### config.mk
export PLATFORM = sky130hd
export DESIGN_NAME = rsv_monitor
export DESIGN_NICKNAME = d
export VERILOG_FILES = /design/src/rtl/rsv_pkg.sv /design/src/rtl/rsv_arbiter.sv /design/src/rtl/rsv_ctrl.sv /design/src/rtl/rsv_datapath.sv /design/src/rtl/rsv_monitor.sv
export SDC_FILE = /design/constraint.sdc
export NUM_CORES = 1
export LEC_CHECK = 0
export ABC_AREA = 0
export CORE_ASPECT_RATIO = 1.4
export CORE_MARGIN = 4
export CORE_UTILIZATION = 49
export DETAILED_ROUTE_END_ITERATION = 10
export DONT_BUFFER_PORTS = 1
export GPL_ROUTABILITY_DRIVEN = 0
export GPL_TIMING_DRIVEN = 1
export SLEW_MARGIN = 20
export SYNTH_ARGS = -nofsm -noshare
export SYNTH_HDL_FRONTEND = slang
export SYNTH_SLANG_ARGS = --single-unit
### constraint.sdc
create_clock -name clk -period 6.25 [get_ports clk]
set_input_delay 1.25 -clock clk [delete_from_list [all_inputs] [get_ports clk]]
set_output_delay 1.25 -clock clk [all_outputs]
set_load 0.005 [all_outputs]
### src/rtl/rsv_pkg.sv
package rsv_pkg;

  typedef enum logic [1:0] {
    OP_LOAD  = 2'd0,
    OP_STORE = 2'd1,
    OP_LR    = 2'd2,
    OP_SC    = 2'd3
  } memOp_e;

  typedef struct packed {
    logic act;
    logic rdEn;
    logic memWr;
    logic setRsv;
    logic clrOwn;
    logic clrMatch;
    logic scUpd;
    logic scPass;
  } ctrlStrb_t;

endpackage

### src/rtl/rsv_arbiter.sv
module rsv_arbiter #(
  parameter int NUM_PORTS = 4,
  parameter int ADDR_W    = 4,
  parameter int DATA_W    = 16,
  localparam int IDX_W    = (NUM_PORTS > 1) ? $clog2(NUM_PORTS) : 1
) (
  input  logic                          clk,
  input  logic                          rst_n,
  input  logic [NUM_PORTS-1:0]          reqValid,
  input  logic [2*NUM_PORTS-1:0]        reqOp,
  input  logic [ADDR_W*NUM_PORTS-1:0]   reqAddr,
  input  logic [DATA_W*NUM_PORTS-1:0]   reqData,
  output logic [NUM_PORTS-1:0]          grant,
  output logic [IDX_W-1:0]              winIdx,
  output logic                          anyReq,
  output rsv_pkg::memOp_e               selOp,
  output logic [ADDR_W-1:0]             selAddr,
  output logic [DATA_W-1:0]             selData
);
  import rsv_pkg::*;

  always_comb begin
    winIdx = '0;
    for (int p = NUM_PORTS - 1; p >= 0; p--) begin
      if (reqValid[p]) winIdx = IDX_W'(p);
    end
  end

  assign anyReq = |reqValid;

  always_comb begin
    grant = '0;
    if (anyReq) grant[winIdx] = 1'b1;
  end

  assign selOp   = memOp_e'(reqOp[winIdx*2 +: 2]);
  assign selAddr = reqAddr[winIdx*ADDR_W +: ADDR_W];
  assign selData = reqData[winIdx*DATA_W +: DATA_W];

  AST_GRANT_ONEHOT: assert property (@(posedge clk) disable iff (!rst_n)
    $onehot0(grant));
  AST_GRANT_IS_VALID: assert property (@(posedge clk) disable iff (!rst_n)
    (grant & ~reqValid) == '0);
  AST_NO_IDLE_CYCLE: assert property (@(posedge clk) disable iff (!rst_n)
    (|reqValid) |-> (|grant));

endmodule

### src/rtl/rsv_ctrl.sv
module rsv_ctrl (
  input  logic                  anyReq,
  input  rsv_pkg::memOp_e       selOp,
  input  logic                  rsvHit,
  output rsv_pkg::ctrlStrb_t    strb
);
  import rsv_pkg::*;

  always_comb begin
    strb = '0;
    if (anyReq) begin
      strb.act = 1'b1;
      unique case (selOp)
        OP_LOAD: begin
          strb.rdEn = 1'b1;
        end
        OP_STORE: begin
          strb.memWr    = 1'b1;
          strb.clrMatch = 1'b1;
        end
        OP_LR: begin
          strb.rdEn   = 1'b1;
          strb.setRsv = 1'b1;
        end
        OP_SC: begin
          strb.scUpd  = 1'b1;
          strb.clrOwn = 1'b1;
          if (rsvHit) begin
            strb.scPass   = 1'b1;
            strb.memWr    = 1'b1;
            strb.clrMatch = 1'b1;
          end
        end
        default: strb = '0;
      endcase
    end
  end

endmodule

### src/rtl/rsv_datapath.sv
module rsv_datapath #(
  parameter int NUM_PORTS = 4,
  parameter int ADDR_W    = 4,
  parameter int DATA_W    = 16,
  localparam int IDX_W    = (NUM_PORTS > 1) ? $clog2(NUM_PORTS) : 1,
  localparam int DEPTH    = 1 << ADDR_W
) (
  input  logic                  clk,
  input  logic                  rst_n,
  input  rsv_pkg::ctrlStrb_t    strb,
  input  logic [IDX_W-1:0]      winIdx,
  input  logic [ADDR_W-1:0]     selAddr,
  input  logic [DATA_W-1:0]     selData,
  output logic                  rsvHit,
  output logic [NUM_PORTS-1:0]  rspValid,
  output logic [DATA_W-1:0]     rspData,
  output logic [NUM_PORTS-1:0]  scOk
);
  import rsv_pkg::*;

  logic [DATA_W-1:0]    mem [DEPTH];
  logic [NUM_PORTS-1:0] rsvValid;
  logic [ADDR_W-1:0]    rsvAddr [NUM_PORTS];
  logic [NUM_PORTS-1:0] addrMatch;

  genvar gp;
  generate
    for (gp = 0; gp < NUM_PORTS; gp++) begin : g_match
      assign addrMatch[gp] = rsvValid[gp] && (rsvAddr[gp] == selAddr);

      AST_NO_SURVIVOR: assert property (@(posedge clk) disable iff (!rst_n)
        strb.clrMatch |=> !(rsvValid[gp] && (rsvAddr[gp] == $past(selAddr))));
    end
  endgenerate

  assign rsvHit = addrMatch[winIdx];

  always_ff @(posedge clk) begin
    if (!rst_n) begin
      for (int i = 0; i < DEPTH; i++) mem[i] <= '0;
      for (int p = 0; p < NUM_PORTS; p++) rsvAddr[p] <= '0;
      rsvValid <= '0;
      rspValid <= '0;
      rspData  <= '0;
      scOk     <= '0;
    end else begin
      rspValid <= '0;
      if (strb.act) rspValid[winIdx] <= 1'b1;
      rspData <= strb.rdEn ? mem[selAddr] : '0;
      if (strb.memWr) mem[selAddr] <= selData;
      if (strb.scUpd) scOk[winIdx] <= strb.scPass;
      for (int p = 0; p < NUM_PORTS; p++) begin
        if (strb.clrMatch && addrMatch[p]) rsvValid[p] <= 1'b0;
      end
      if (strb.clrOwn) rsvValid[winIdx] <= 1'b0;
      if (strb.setRsv) begin
        rsvValid[winIdx] <= 1'b1;
        rsvAddr[winIdx]  <= selAddr;
      end
    end
  end

  AST_LR_INSTALLS: assert property (@(posedge clk) disable iff (!rst_n)
    strb.setRsv |=> (rsvValid[$past(winIdx)] &&
                     (rsvAddr[$past(winIdx)] == $past(selAddr))));
  AST_SC_DROPS_OWN: assert property (@(posedge clk) disable iff (!rst_n)
    strb.clrOwn |=> !rsvValid[$past(winIdx)]);
  AST_PASS_HAD_RSV: assert property (@(posedge clk) disable iff (!rst_n)
    strb.scPass |-> (rsvValid[winIdx] && (rsvAddr[winIdx] == selAddr)));
  AST_RSP_ONEHOT: assert property (@(posedge clk) disable iff (!rst_n)
    $onehot0(rspValid));

endmodule

### src/rtl/rsv_monitor.sv
module rsv_monitor #(
  parameter int NUM_PORTS = 4,
  parameter int ADDR_W    = 4,
  parameter int DATA_W    = 16,
  localparam int IDX_W    = (NUM_PORTS > 1) ? $clog2(NUM_PORTS) : 1
) (
  input  logic                        clk,
  input  logic                        rst_n,
  input  logic [NUM_PORTS-1:0]        reqValid,
  input  logic [2*NUM_PORTS-1:0]      reqOp,
  input  logic [ADDR_W*NUM_PORTS-1:0] reqAddr,
  input  logic [DATA_W*NUM_PORTS-1:0] reqData,
  output logic [NUM_PORTS-1:0]        grant,
  output logic [NUM_PORTS-1:0]        rspValid,
  output logic [DATA_W-1:0]           rspData,
  output logic [NUM_PORTS-1:0]        scOk
);
  import rsv_pkg::*;

  logic [IDX_W-1:0]  winIdx;
  logic              anyReq;
  memOp_e            selOp;
  logic [ADDR_W-1:0] selAddr;
  logic [DATA_W-1:0] selData;
  logic              rsvHit;
  ctrlStrb_t         strb;

  rsv_arbiter #(.NUM_PORTS(NUM_PORTS), .ADDR_W(ADDR_W), .DATA_W(DATA_W)) u_arb (
    .clk(clk), .rst_n(rst_n), .reqValid(reqValid), .reqOp(reqOp),
    .reqAddr(reqAddr), .reqData(reqData), .grant(grant), .winIdx(winIdx),
    .anyReq(anyReq), .selOp(selOp), .selAddr(selAddr), .selData(selData)
  );

  rsv_ctrl u_ctrl (
    .anyReq(anyReq), .selOp(selOp), .rsvHit(rsvHit), .strb(strb)
  );

  rsv_datapath #(.NUM_PORTS(NUM_PORTS), .ADDR_W(ADDR_W), .DATA_W(DATA_W)) u_dp (
    .clk(clk), .rst_n(rst_n), .strb(strb), .winIdx(winIdx), .selAddr(selAddr),
    .selData(selData), .rsvHit(rsvHit), .rspValid(rspValid), .rspData(rspData),
    .scOk(scOk)
  );

endmodule

==> results of run 1 <==
[registers in the layout, summed over array words and instances (netlist names)]
| signal | count |
|---|---|
| u_dp.mem | 256 |
| u_dp.rspData | 16 |
| u_dp.rsvAddr | 16 |
| u_dp.rspValid | 4 |
| u_dp.rsvValid | 4 |
| u_dp.scOk | 4 |
[metal layers]
| layer | GRT usage | wire [um] | vias to the layer above |
|---|---|---|---|
| li1 | - | - | 5253 |
| met5 | 0 | 0 | - |
| met3 | 0.0322 | 2600 | 94 |
| met1 | 0.330 | 17500 | 5813 |
| met2 | 0.453 | 23400 | 446 |
| met4 | 0.107 | 1970 | 0 |
[cell families after synthesis]
kind of cell / count (synthesis)
XOR/XNOR: 10
buffers and inverters: 184
AND/OR/NAND/NOR: 654
flip-flops: 300
AO/OA/AOI/OAI: 217
multiplexers: 3
[area by class of cell]
| type | count | area [um2] |
|---|---|---|
| repair buffers | 58 | 473 |
| well taps | 385 | 482 |
| fillers | 2620 | 13600 |
| flip-flops and latches | 300 | 8730 |
| multi-input cells | 884 | 5650 |
| clock inverters | 21 | 239 |
| inverters | 6 | 22.5 |
| clock buffers | 34 | 797 |
[cells in the final DEF (no fill, tap or decap), drive strengths merged, types with 4 or more instances in the layout]
master,Yosys,layout
a211oi,64,64
a221o,11,11
a221oi,5,5
a22o,16,16
a311oi,48,48
a31oi,17,17
and2,6,6
and3,52,52
buf,36,58
bufinv,0,5
clkbuf,142,34
clkinv,1,14
dfxtp,28,28
edfxtp,272,272
inv,5,5
nand2,201,201
nand2b,12,12
nand3,48,48
nand4,4,4
nor2,25,25
nor2b,4,4
nor3,34,34
nor3b,5,5
nor4,212,212
nor4b,40,40
o21ai,15,15
o31ai,17,17
xnor2,7,7
[worst max path at each step]
stage,start,cells after the start,end
after floorplan,reqValid[1],11,u_dp.mem[12][0]
after global placement,reqValid[2],9,u_dp.mem[7][13]
after detailed placement,reqValid[2],9,u_dp.mem[7][13]
after CTS,reqValid[2],9,u_dp.mem[7][12]
after global routing,reqValid[2],9,u_dp.mem[7][13]
final,reqValid[2],9,u_dp.mem[7][12]
[power breakdown]
part           internal, mW  switching [mW]
registers              2.31          0.0388
logic                 0.195           0.583
clock network          1.12           0.775
[worst reg2reg max path: stages (launching register included)]
cell,delay [ns]
sky130_fd_sc_hd__edfxtp_1,0.41
sky130_fd_sc_hd__a21boi_0,0.15
sky130_fd_sc_hd__nor4b_2,0.32
sky130_fd_sc_hd__a31oi_1,0.18
sky130_fd_sc_hd__o41a_2,0.78
sky130_fd_sc_hd__buf_4,0.40
sky130_fd_sc_hd__o31ai_2,0.39
sky130_fd_sc_hd__buf_4,0.30
==> key figures, run 1 <==
Detailed routing
  – Wire length per cell after detailed routing: 27.0 um
  – TritonRoute pass-1 iters: 5
  – Initial detailed-routing violation count: between 1,000 and 1,500
  – Vias after detailed routing: about 12,000
  – Post-route ant nets: 0
  – DRC violations left: 0
  – Total Routed Length: ~46,000 um
  – Detailed-route vias per instance: around 6.9

Setup path
  – R2r endpoint: u_dp.mem[7][12]
  – Cell with the biggest individual delay on the critical path: sky130_fd_sc_hd__o41a_2
  – Top cell family by delay on the critical path: compound AO/OA/AOI/OAI gates
  – Depth of the worst register-to-register path: 7
  – Worst-case register-to-register setup slack: 3.01 ns
  – Critical register-to-register path startpoint: u_dp.rsvAddr[3][2]
  – Critical Path Fanout Max: 42
  – Cell chain of the critical path: nor2b_1 -> o21ai_0 -> o221a_2 -> mux2i_1 -> a31oi_1 -> o41a_2 -> buf_4 -> o31ai_2 -> buf_4
  – Required time reported for the critical path endpoint: around 6.5 ns
  – Critical path data arrival time: 4.68 ns
  – Nature of the critical path endpoint: register
  – Type of origin of the critical path: input port
  – Bufs and invs on worst path: 2
  – Critical Setup Path Class: in2reg
  – Most used cell, CP: sky130_fd_sc_hd__buf_4
  – Crit-path max cell delay: 0.78 ns

Yosys
  – Share of the synthesized netlist area taken by xor and xnor gates: 0.00585
  – Share of the synthesized area in compound gates (AO/OA/AOI/OAI): 0.114
  – Cells after Synth: 1,368
  – Combined area of all synthesized cells: 15,000 um2
  – Post-synth net total: 1,462
  – Largest area contributor in the netlist: sky130_fd_sc_hd__edfxtp_1
  – Post-synthesis share of cell area spent on full adders, half adders and majority gates: 0
  – Area fraction of the dominant cell type after synthesis: 0.546
  – Post-synthesis register bit count: 300
  – Total number of yosys warnings: 0
  – Most common library cells after synthesis: sky130_fd_sc_hd__edfxtp_1 (272), sky130_fd_sc_hd__nor4_1 (212), sky130_fd_sc_hd__nand2_1 (201), sky130_fd_sc_hd__clkbuf_1 (142), sky130_fd_sc_hd__a211oi_1 (64)
  – Count of flip-flops with a built-in enable after synthesis: 272
  – Most area-consuming cells after synthesis: sky130_fd_sc_hd__edfxtp_1 (55%), sky130_fd_sc_hd__nor4_1 (8.9%), sky130_fd_sc_hd__nand2_1 (5.0%)
  – Share of synthesized area occupied by flip-flops and latches: 0.583
  – Number of library cell types mapped by synthesis: slightly above 50
  – Mux cell area share after synthesis: 0.00201
  – Ys async rst share: 0
  – Cell with the most instances after synthesis: sky130_fd_sc_hd__edfxtp_1
  – Post-Synth Simple-Gate Area: 0.246
  – Mean Syn Cell Area: 10.9 um2
  – Main combinational cell family by area after synthesis: simple AND/OR/NAND/NOR gates
  – Top flip-flop cell by instance count after synthesis: sky130_fd_sc_hd__edfxtp_1

Timing
  – Crit path setup slack, layout: about 1.8 ns
  – Final period demand of the worst path: ~4.4 ns
  – Number of hold violations in the final report: 0
  – Final hold slack: 0.493 ns
  – Clk_skew: around 0.012 ns
  – Share of the cycle needed by the critical path after routing: 0.708
  – Tightest slew margin relative to the limit: 0.424
  – Setup TNS: 0 ns
  – Unrepaired setup endpoints after global routing: no
  – Setup-violating endpoint count in the final report: 0
  – Maximum clock frequency: between 200 and 250 MHz
  – Actual slew at the worst max-slew pin: 0.864 ns
  – Final Max Slew Viols: 0

Global route
  – Remaining Overflow, GRT: 0
  – Number of global-route vias before repair: approximately 11,000
  – Largest net degree at the start of global routing: 144
  – Number of antenna violations at the first check in global routing: 0
  – GRT Overall Usage: 0.261
  – Wire length of the first global-routing pass: ~68,000 um

Die
  – Placeable core region: 30,000 um2
  – Total die area: 33,500 um2
  – Die Height: roughly 210 um
  – Initial standard-cell utilization of the core: 0.499
  – Die X: around 160 um
  – # rows: between 70 and 80
  – # IOs: between 100 and 150

Outcome
  – Run status: finished, final reports clean

Worst hold path
  – Min-Delay Path Depth: 2
  – Hold_sp: u_dp.scOk[0]
  – Type of the worst min-delay path: reg2reg
  – Endpoint with the worst hold slack: u_dp.scOk[0]

CTS
  – # Post-CTS Setup Buffers: 0
  – Number of clock sinks seen by CTS: 300
  – H-tree depth reported by CTS: 1
  – Post-CTS resize count: 0
  – Clock tree from TritonCTS: built
  – Worst-path clk slew: 0.06 ns
  – Clock root buffer: sky130_fd_sc_hd__clkbuf_16
  – Max clock buf depth: 3
  – Worst-skew pair later-pin latency: 0.57 ns
  – # hold bufs at CTS: 0
  – Number of buffers inserted during clock tree synthesis: 30

Place
  – Detailed-placement wirelength estimate: 28,600 um
  – Cell count after placement: about 1,600
  – Worst slack at placement: approximately 1.3 ns
  – Post-Place Cell Area: 15,400 um2
  – Port-buffer cells: 0

Power and ir drop
  – Reported leakage power: 5.09 nW
  – Total power per unit cell area: 306 nW/um2
  – Worst IR drop on VDD: between 0.00015 and 0.0002 V
  – Total Power Consumption: 5.02 mW

Finish
  – Synth-to-Final Area Change: 9.48%
  – Final instance area: 16,400 um2
  – Post-route non-filler standard cell count: between 1,500 and 2,000
  – Antenna cells: 0
  – Post-layout nets: 1,374
  – Share of post-route cells with drive strength above 1: 0.123
  – Fraction of the core area covered by cells at the end of the flow: 0.546

Job
  – Total of max-cap violations: 0
(Power assumes the default switching activity.)
==> inputs of run 2 (changes only) <==
==> constraint.sdc (replaced) <==
create_clock -name clk -period 4.2 [get_ports clk]
set_input_delay 0.84 -clock clk [delete_from_list [all_inputs] [get_ports clk]]
set_output_delay 0.84 -clock clk [all_outputs]
set_load 0.005 [all_outputs]
==> key figures, run 2 (synthesized netlist as in run 1, its figures left out) <==
Detailed routing
  – DRC violations left: 0 (unchanged)
  – Initial detailed-routing violation count: 986 (was 1,307)
  – Total Routed Length: 44,000 um (was 45,500 um)
  – Wire length per cell after detailed routing: 25.5 um (was 27.0 um)
  – Vias after detailed routing: 11,600 (about the same)
  – Detailed-route vias per instance: 6.74 (was 6.88)
  – Post-route ant nets: 0 (unchanged)
  – TritonRoute pass-1 iters: 6 (was 5)

Finish
  – Leading registers by flop count: u_dp.mem: 256 flops, u_dp.rspData: 16 flops, u_dp.rsvAddr: 16 flops (unchanged)
  – Share of post-route cells with drive strength above 1: 0.145 (was 0.123)
  – Most frequent standard cell in the layout excluding fill and tap cells: sky130_fd_sc_hd__edfxtp_1 (unchanged)
  – Max FFs per register: 256 (unchanged)
  – Antenna cells: 0 (unchanged)
  – Post-layout nets: 1,410 (was 1,374)
  – Synth-to-Final Area Change: 11.8% (was 9.48%)
  – Fraction of the core area covered by cells at the end of the flow: 0.558 (was 0.546)
  – Post-route non-filler standard cell count: 1,725 (was 1,688)
  – Reg with most FFs: u_dp.mem (unchanged)
  – Highest-count cells in the layout ignoring fill and taps: sky130_fd_sc_hd__edfxtp_1 (272), sky130_fd_sc_hd__nor4_1 (212), sky130_fd_sc_hd__nand2_1 (199) (was sky130_fd_sc_hd__edfxtp_1 (272), sky130_fd_sc_hd__nor4_1 (212), sky130_fd_sc_hd__nand2_1 (200))
  – # fillers: 2,578 (was 2,620)

Power and ir drop
  – Total power per unit cell area: 450 nW/um2 (was 306 nW/um2)
  – Total Power Consumption: 7.53 mW (was 5.02 mW)
  – Worst IR drop on VDD: 0.000247 V (was 0.000194 V)
  – Reported leakage power: 5.28 nW (was 5.09 nW)

CTS
  – Clock tree from TritonCTS: built (unchanged)
  – # Post-CTS Setup Buffers: 0 (unchanged)
  – # hold bufs at CTS: 0 (unchanged)
  – Worst-path clk slew: 0.06 ns (about the same)
  – Number of buffers inserted during clock tree synthesis: 30 (unchanged)
  – Max clock buf depth: 3 (unchanged)
  – Worst-skew pair later-pin latency: 0.57 ns (about the same)
  – H-tree depth reported by CTS: 1 (unchanged)
  – Post-CTS resize count: 0 (unchanged)
  – Number of clock sinks seen by CTS: 300 (unchanged)
  – Clock root buffer: sky130_fd_sc_hd__clkbuf_16 (unchanged)

Timing
  – Final period demand of the worst path: 3.49 ns
  – Setup-violating endpoint count in the final report: 0 (unchanged)
  – Clk_skew: 0.0225 ns (was 0.0121 ns)
  – Crit path setup slack, layout: 0.706 ns (was 1.83 ns)
  – Tightest slew margin relative to the limit: 0.421 (was 0.424)
  – Number of hold violations in the final report: 0 (unchanged)
  – Actual slew at the worst max-slew pin: 0.867 ns (was 0.864 ns)
  – Maximum clock frequency: roughly 290 MHz
  – Final hold slack: 0.404 ns (was 0.493 ns)
  – Unrepaired setup endpoints after global routing: no (unchanged)
  – Share of the cycle needed by the critical path after routing: 0.832
  – Final Max Slew Viols: 0 (unchanged)

Place
  – Worst slack at placement: 0.240 ns (was 1.29 ns)
  – Cell count after placement: 1,669 (was 1,633)
  – Port-buffer cells: 0 (unchanged)
  – Detailed-placement wirelength estimate: 29,600 um (was 28,600 um)

Die
  – Initial standard-cell utilization of the core: 0.499 (unchanged)
  – Die Height: 215 um (unchanged)
  – # rows: 75 (unchanged)
  – Die X: 156 um (unchanged)
  – # IOs: 122 (unchanged)
  – Placeable core region: 30,000 um2 (unchanged)
  – Total die area: 33,500 um2 (unchanged)

Setup path
  – Critical path data arrival time: 3.75 ns (was 4.68 ns)
  – Critical Path Fanout Max: 119 (was 42)
  – Nature of the critical path endpoint: register (unchanged)
  – Worst-case register-to-register setup slack: 1.30 ns (was 3.01 ns)
  – Required time reported for the critical path endpoint: 4.46 ns (was 6.51 ns)
  – Type of origin of the critical path: input port (unchanged)
  – Critical Setup Path Class: in2reg (unchanged)

Global route
  – Wire length of the first global-routing pass: 67,700 um (about the same)
  – GRT Overall Usage: 0.259 (was 0.261)
  – Number of global-route vias before repair: 11,600 (was 11,100)
  – Number of antenna violations at the first check in global routing: 0 (unchanged)
  – Largest net degree at the start of global routing: 120 (was 144)
  – Remaining Overflow, GRT: 0 (unchanged)

Job
  – Total of max-cap violations: 0 (unchanged)

Outcome
  – Run status: finished, final reports clean (unchanged)

Worst hold path
  – Type of the worst min-delay path: in2reg (was reg2reg)
## run 2: stage by stage
stage               setup TNS [ns]  instance area [um2]
finish                           0                16700
global placement                 0                15700
floorplan                   -23.70                15100
global route                     0                16700
CTS                              0                16700
detailed placement               0                15700
## run 2: per-layer routing
layer,wire (um),track usage
met4,2030,0.108
met3,3090,0.0378
met2,22700,0.460
met5,0,0
met1,16300,0.313
## run 2: critical path, stage by stage
cell and delay (ns):
sky130_fd_sc_hd__or4_1 0.51, sky130_fd_sc_hd__o221a_2 0.17, sky130_fd_sc_hd__and3b_1 0.18, sky130_fd_sc_hd__nor4b_2 0.33, sky130_fd_sc_hd__a31oi_1 0.18, sky130_fd_sc_hd__o41a_2 0.56
sky130_fd_sc_hd__buf_12 0.25, sky130_fd_sc_hd__o31ai_2 0.35, sky130_fd_sc_hd__buf_4 0.28
## run 2: path summary, 6_finish.rpt
| path | cells after the start | startpoint | end |
|---|---|---|---|
| max | 9 | reqValid[1] | u_dp.mem[15][13] |
| min | 1 | rst_n | u_dp.rspValid[1] |
| max reg2reg | 7 | u_dp.rsvAddr[3][2] | u_dp.mem[15][13] |
| min reg2reg | 2 | u_dp.scOk[2] | u_dp.scOk[2] |
## run 2: power by group
group	switching, mW	internal [mW]	leakage [nW]
registers	0.0577	3.44	2.82
clock network	1.14	1.71	0.514
logic	0.855	0.333	1.94
## run 2: layout make-up
cell class	instances	area [um2]	share of cell area
multi-input combinational	884	5670	0.339
sequential	300	8730	0.521
tap	385	482	0.0288
inverter	6	22.5	0.00135
timing repair buffer	94	793	0.0474
clock inverter	23	267	0.0159
clock buffer	33	783	0.0468
==> inputs of run 3 (changes only) <==
==> constraint.sdc (replaced) <==
create_clock -name clk -period 3.6 [get_ports clk]
set_input_delay 0.72 -clock clk [delete_from_list [all_inputs] [get_ports clk]]
set_output_delay 0.72 -clock clk [all_outputs]
set_load 0.005 [all_outputs]
==> key figures, run 3 (synthesized netlist as in run 1, its figures left out) <==
Finish
  – Highest-count cells in the layout ignoring fill and taps: sky130_fd_sc_hd__edfxtp_1 (272), sky130_fd_sc_hd__nor4_1 (212), sky130_fd_sc_hd__nand2_1 (199) (unchanged)
  – Synth-to-Final Area Change: 15.2% (was 11.8%)
  – Leading registers by flop count: u_dp.mem: 256 flops, u_dp.rspData: 16 flops, u_dp.rsvAddr: 16 flops (unchanged)
  – Max FFs per register: 256 (unchanged)
  – Most frequent standard cell in the layout excluding fill and tap cells: sky130_fd_sc_hd__edfxtp_1 (unchanged)
  – Post-layout nets: 1,439 (was 1,410)
  – Share of post-route cells with drive strength above 1: 0.169 (was 0.145)
  – Reg with most FFs: u_dp.mem (unchanged)

Place
  – Detailed-placement wirelength estimate: 30,700 um (was 29,600 um)
  – Port-buffer cells: 0 (unchanged)

Job
  – Total of max-cap violations: 0 (unchanged)

Global route
  – GRT Overall Usage: 0.262 (was 0.259)
  – Largest net degree at the start of global routing: 84 (was 120)
  – Remaining Overflow, GRT: 0 (unchanged)
  – Wire length of the first global-routing pass: 68,100 um (was 67,700 um)
  – Number of global-route vias before repair: 11,600 (about the same)
  – Number of antenna violations at the first check in global routing: 1 (was 0)

Power and ir drop
  – Total power per unit cell area: 509 nW/um2 (was 450 nW/um2)
  – Worst IR drop on VDD: 0.000403 V (was 0.000247 V)
  – Total Power Consumption: 8.78 mW (was 7.53 mW)
  – Reported leakage power: 5.48 nW (was 5.28 nW)

Timing
  – Maximum clock frequency: 332 MHz
  – Setup TNS: 0 ns (unchanged)
  – Tightest slew margin relative to the limit: 0.412 (was 0.421)
  – Clk_skew: 0.00998 ns (was 0.0225 ns)
  – Final Max Slew Viols: 0 (unchanged)
  – Actual slew at the worst max-slew pin: 0.883 ns (was 0.867 ns)
  – Share of the cycle needed by the critical path after routing: 0.836
  – Number of hold violations in the final report: 0 (unchanged)
  – Unrepaired setup endpoints after global routing: no (unchanged)
  – Final period demand of the worst path: 3.01 ns
  – Setup-violating endpoint count in the final report: 0 (unchanged)

Detailed routing
  – Detailed-route vias per instance: 6.65 (was 6.74)
  – DRC violations left: 0 (unchanged)
  – Total Routed Length: 44,900 um (was 44,000 um)
  – Initial detailed-routing violation count: 891 (was 986)
  – Vias after detailed routing: 11,700 (was 11,600)
  – Post-route ant nets: 0 (unchanged)
  – TritonRoute pass-1 iters: 7 (was 6)
  – Wire length per cell after detailed routing: 25.6 um (was 25.5 um)

Setup path
  – Nature of the critical path endpoint: register (unchanged)
  – Critical register-to-register path startpoint: u_dp.rsvAddr[3][2] (unchanged)
  – Required time reported for the critical path endpoint: 3.96 ns (was 4.46 ns)
  – Critical Setup Path Class: in2reg (unchanged)
  – Most used cell, CP: sky130_fd_sc_hd__buf_4
  – Worst-case register-to-register setup slack: 1.07 ns (was 1.30 ns)
  – Crit-path max cell delay: 0.50 ns (was 0.56 ns)
  – Cell with the biggest individual delay on the critical path: sky130_fd_sc_hd__or4_1 (was sky130_fd_sc_hd__o41a_2)
  – R2r endpoint: u_dp.mem[12][14] (was u_dp.mem[15][13])
  – Type of origin of the critical path: input port (unchanged)
  – Critical path data arrival time: 3.37 ns (was 3.75 ns)
  – Cell chain of the critical path: or4_1 -> o221a_2 -> and3b_1 -> nor4b_2 -> a31oi_1 -> o41a_2 -> buf_4 -> buf_4 -> nor4_1 (was or4_1 -> o221a_2 -> and3b_1 -> nor4b_2 -> a31oi_1 -> o41a_2 -> buf_12 -> o31ai_2 -> buf_4)
  – Critical Path Fanout Max: 24 (was 119)
  – Depth of the worst register-to-register path: 7 (unchanged)

CTS
  – Max clock buf depth: 3 (unchanged)
  – Number of buffers inserted during clock tree synthesis: 31 (was 30)
  – Worst-path clk slew: 0.06 ns (about the same)
  – # Post-CTS Setup Buffers: 0 (unchanged)
  – Clock root buffer: sky130_fd_sc_hd__clkbuf_16 (unchanged)
  – Worst-skew pair later-pin latency: 0.57 ns (about the same)
  – Number of clock sinks seen by CTS: 300 (unchanged)
  – # hold bufs at CTS: 0 (unchanged)
  – Clock tree from TritonCTS: built (unchanged)
  – Post-CTS resize count: 0 (unchanged)
  – H-tree depth reported by CTS: 1 (unchanged)

Worst hold path
  – Hold_sp: reqValid[0] (was rst_n)
  – Endpoint with the worst hold slack: u_dp.rspValid[0] (was u_dp.rspValid[1])
  – Type of the worst min-delay path: in2reg (unchanged)
  – Min-Delay Path Depth: 1 (unchanged)

Die
  – # IOs: 122 (unchanged)
  – Initial standard-cell utilization of the core: 0.499 (unchanged)
  – Die X: 156 um (unchanged)
  – Total die area: 33,500 um2 (unchanged)
  – # rows: 75 (unchanged)
  – Die Height: 215 um (unchanged)
  – Placeable core region: 30,000 um2 (unchanged)

Outcome
  – Run status: finished, final reports clean (unchanged)
## run 3: changes by cell type in the layout (fill, tap and decap cells not counted), sizes merged
cell / delta
diode: +1
bufinv: -2
buf: +28
clkinv: +2
inv: +1
clkbuf: -1
clkinvlp: +1
## run 3: worst max-delay path by stage
stage	from	to	cells after the start
2_1_floorplan	reqValid[1]	u_dp.mem[3][0]	11
3_3_place_gp	reqValid[1]	u_dp.mem[3][0]	9
3_5_place_dp	reqValid[1]	u_dp.mem[3][14]	9
4_1_cts	reqValid[1]	u_dp.mem[3][14]	9
5_1_grt	reqValid[1]	u_dp.mem[12][14]	9
6_report	reqValid[1]	u_dp.mem[12][14]	9
## run 3: area by class of cell
class	count	area [um2]
clock buffer	32	779
clock inverter	25	239
sequential	300	8730
timing repair buffer	122	1140
fill	2547	12800
inverter	6	22.5
antenna	1	2.50
multi-input combinational	884	5850
tap	385	482
## run 3: worst max-delay path: cells and delay by family
family | cells | cell delay (ns)
buf+inv | 2 | 0.48
simple gates | 4 | 1.33
compound gates | 3 | 0.81
## run 3: stage by stage
step | utilization | hold slack [ns] | cell area (um2) | worst slack [ns] | instances
floorplan | - | 0.466 | 15300 | -0.0199 | 1368
global placement | 0.540 | 0.484 | 16200 | 0.0321 | 1697
detailed placement | 0.540 | 0.492 | 16200 | 0.0160 | 1697
CTS | 0.574 | 0.248 | 17200 | 0.638 | 1754
global route | 0.574 | 0.261 | 17200 | 0.434 | 1755
finish | 0.574 | 0.279 | 17200 | 0.591 | 1755
## run 3: routing by layer
layer,wire length [um],track usage,vias to the layer above
met5,0,0,-
met3,2680,0.0239,60
met4,1040,0.0759,0
met2,24000,0.485,453
met1,17200,0.323,5781
li1,-,-,5385
## run 3: report_power, final
part,internal (mW),leakage [nW],switching [mW]
sequential,4.01,2.82,0.0751
combinational,0.448,2.16,1.01
clock,1.86,0.495,1.37
total,6.32,5.48,2.46
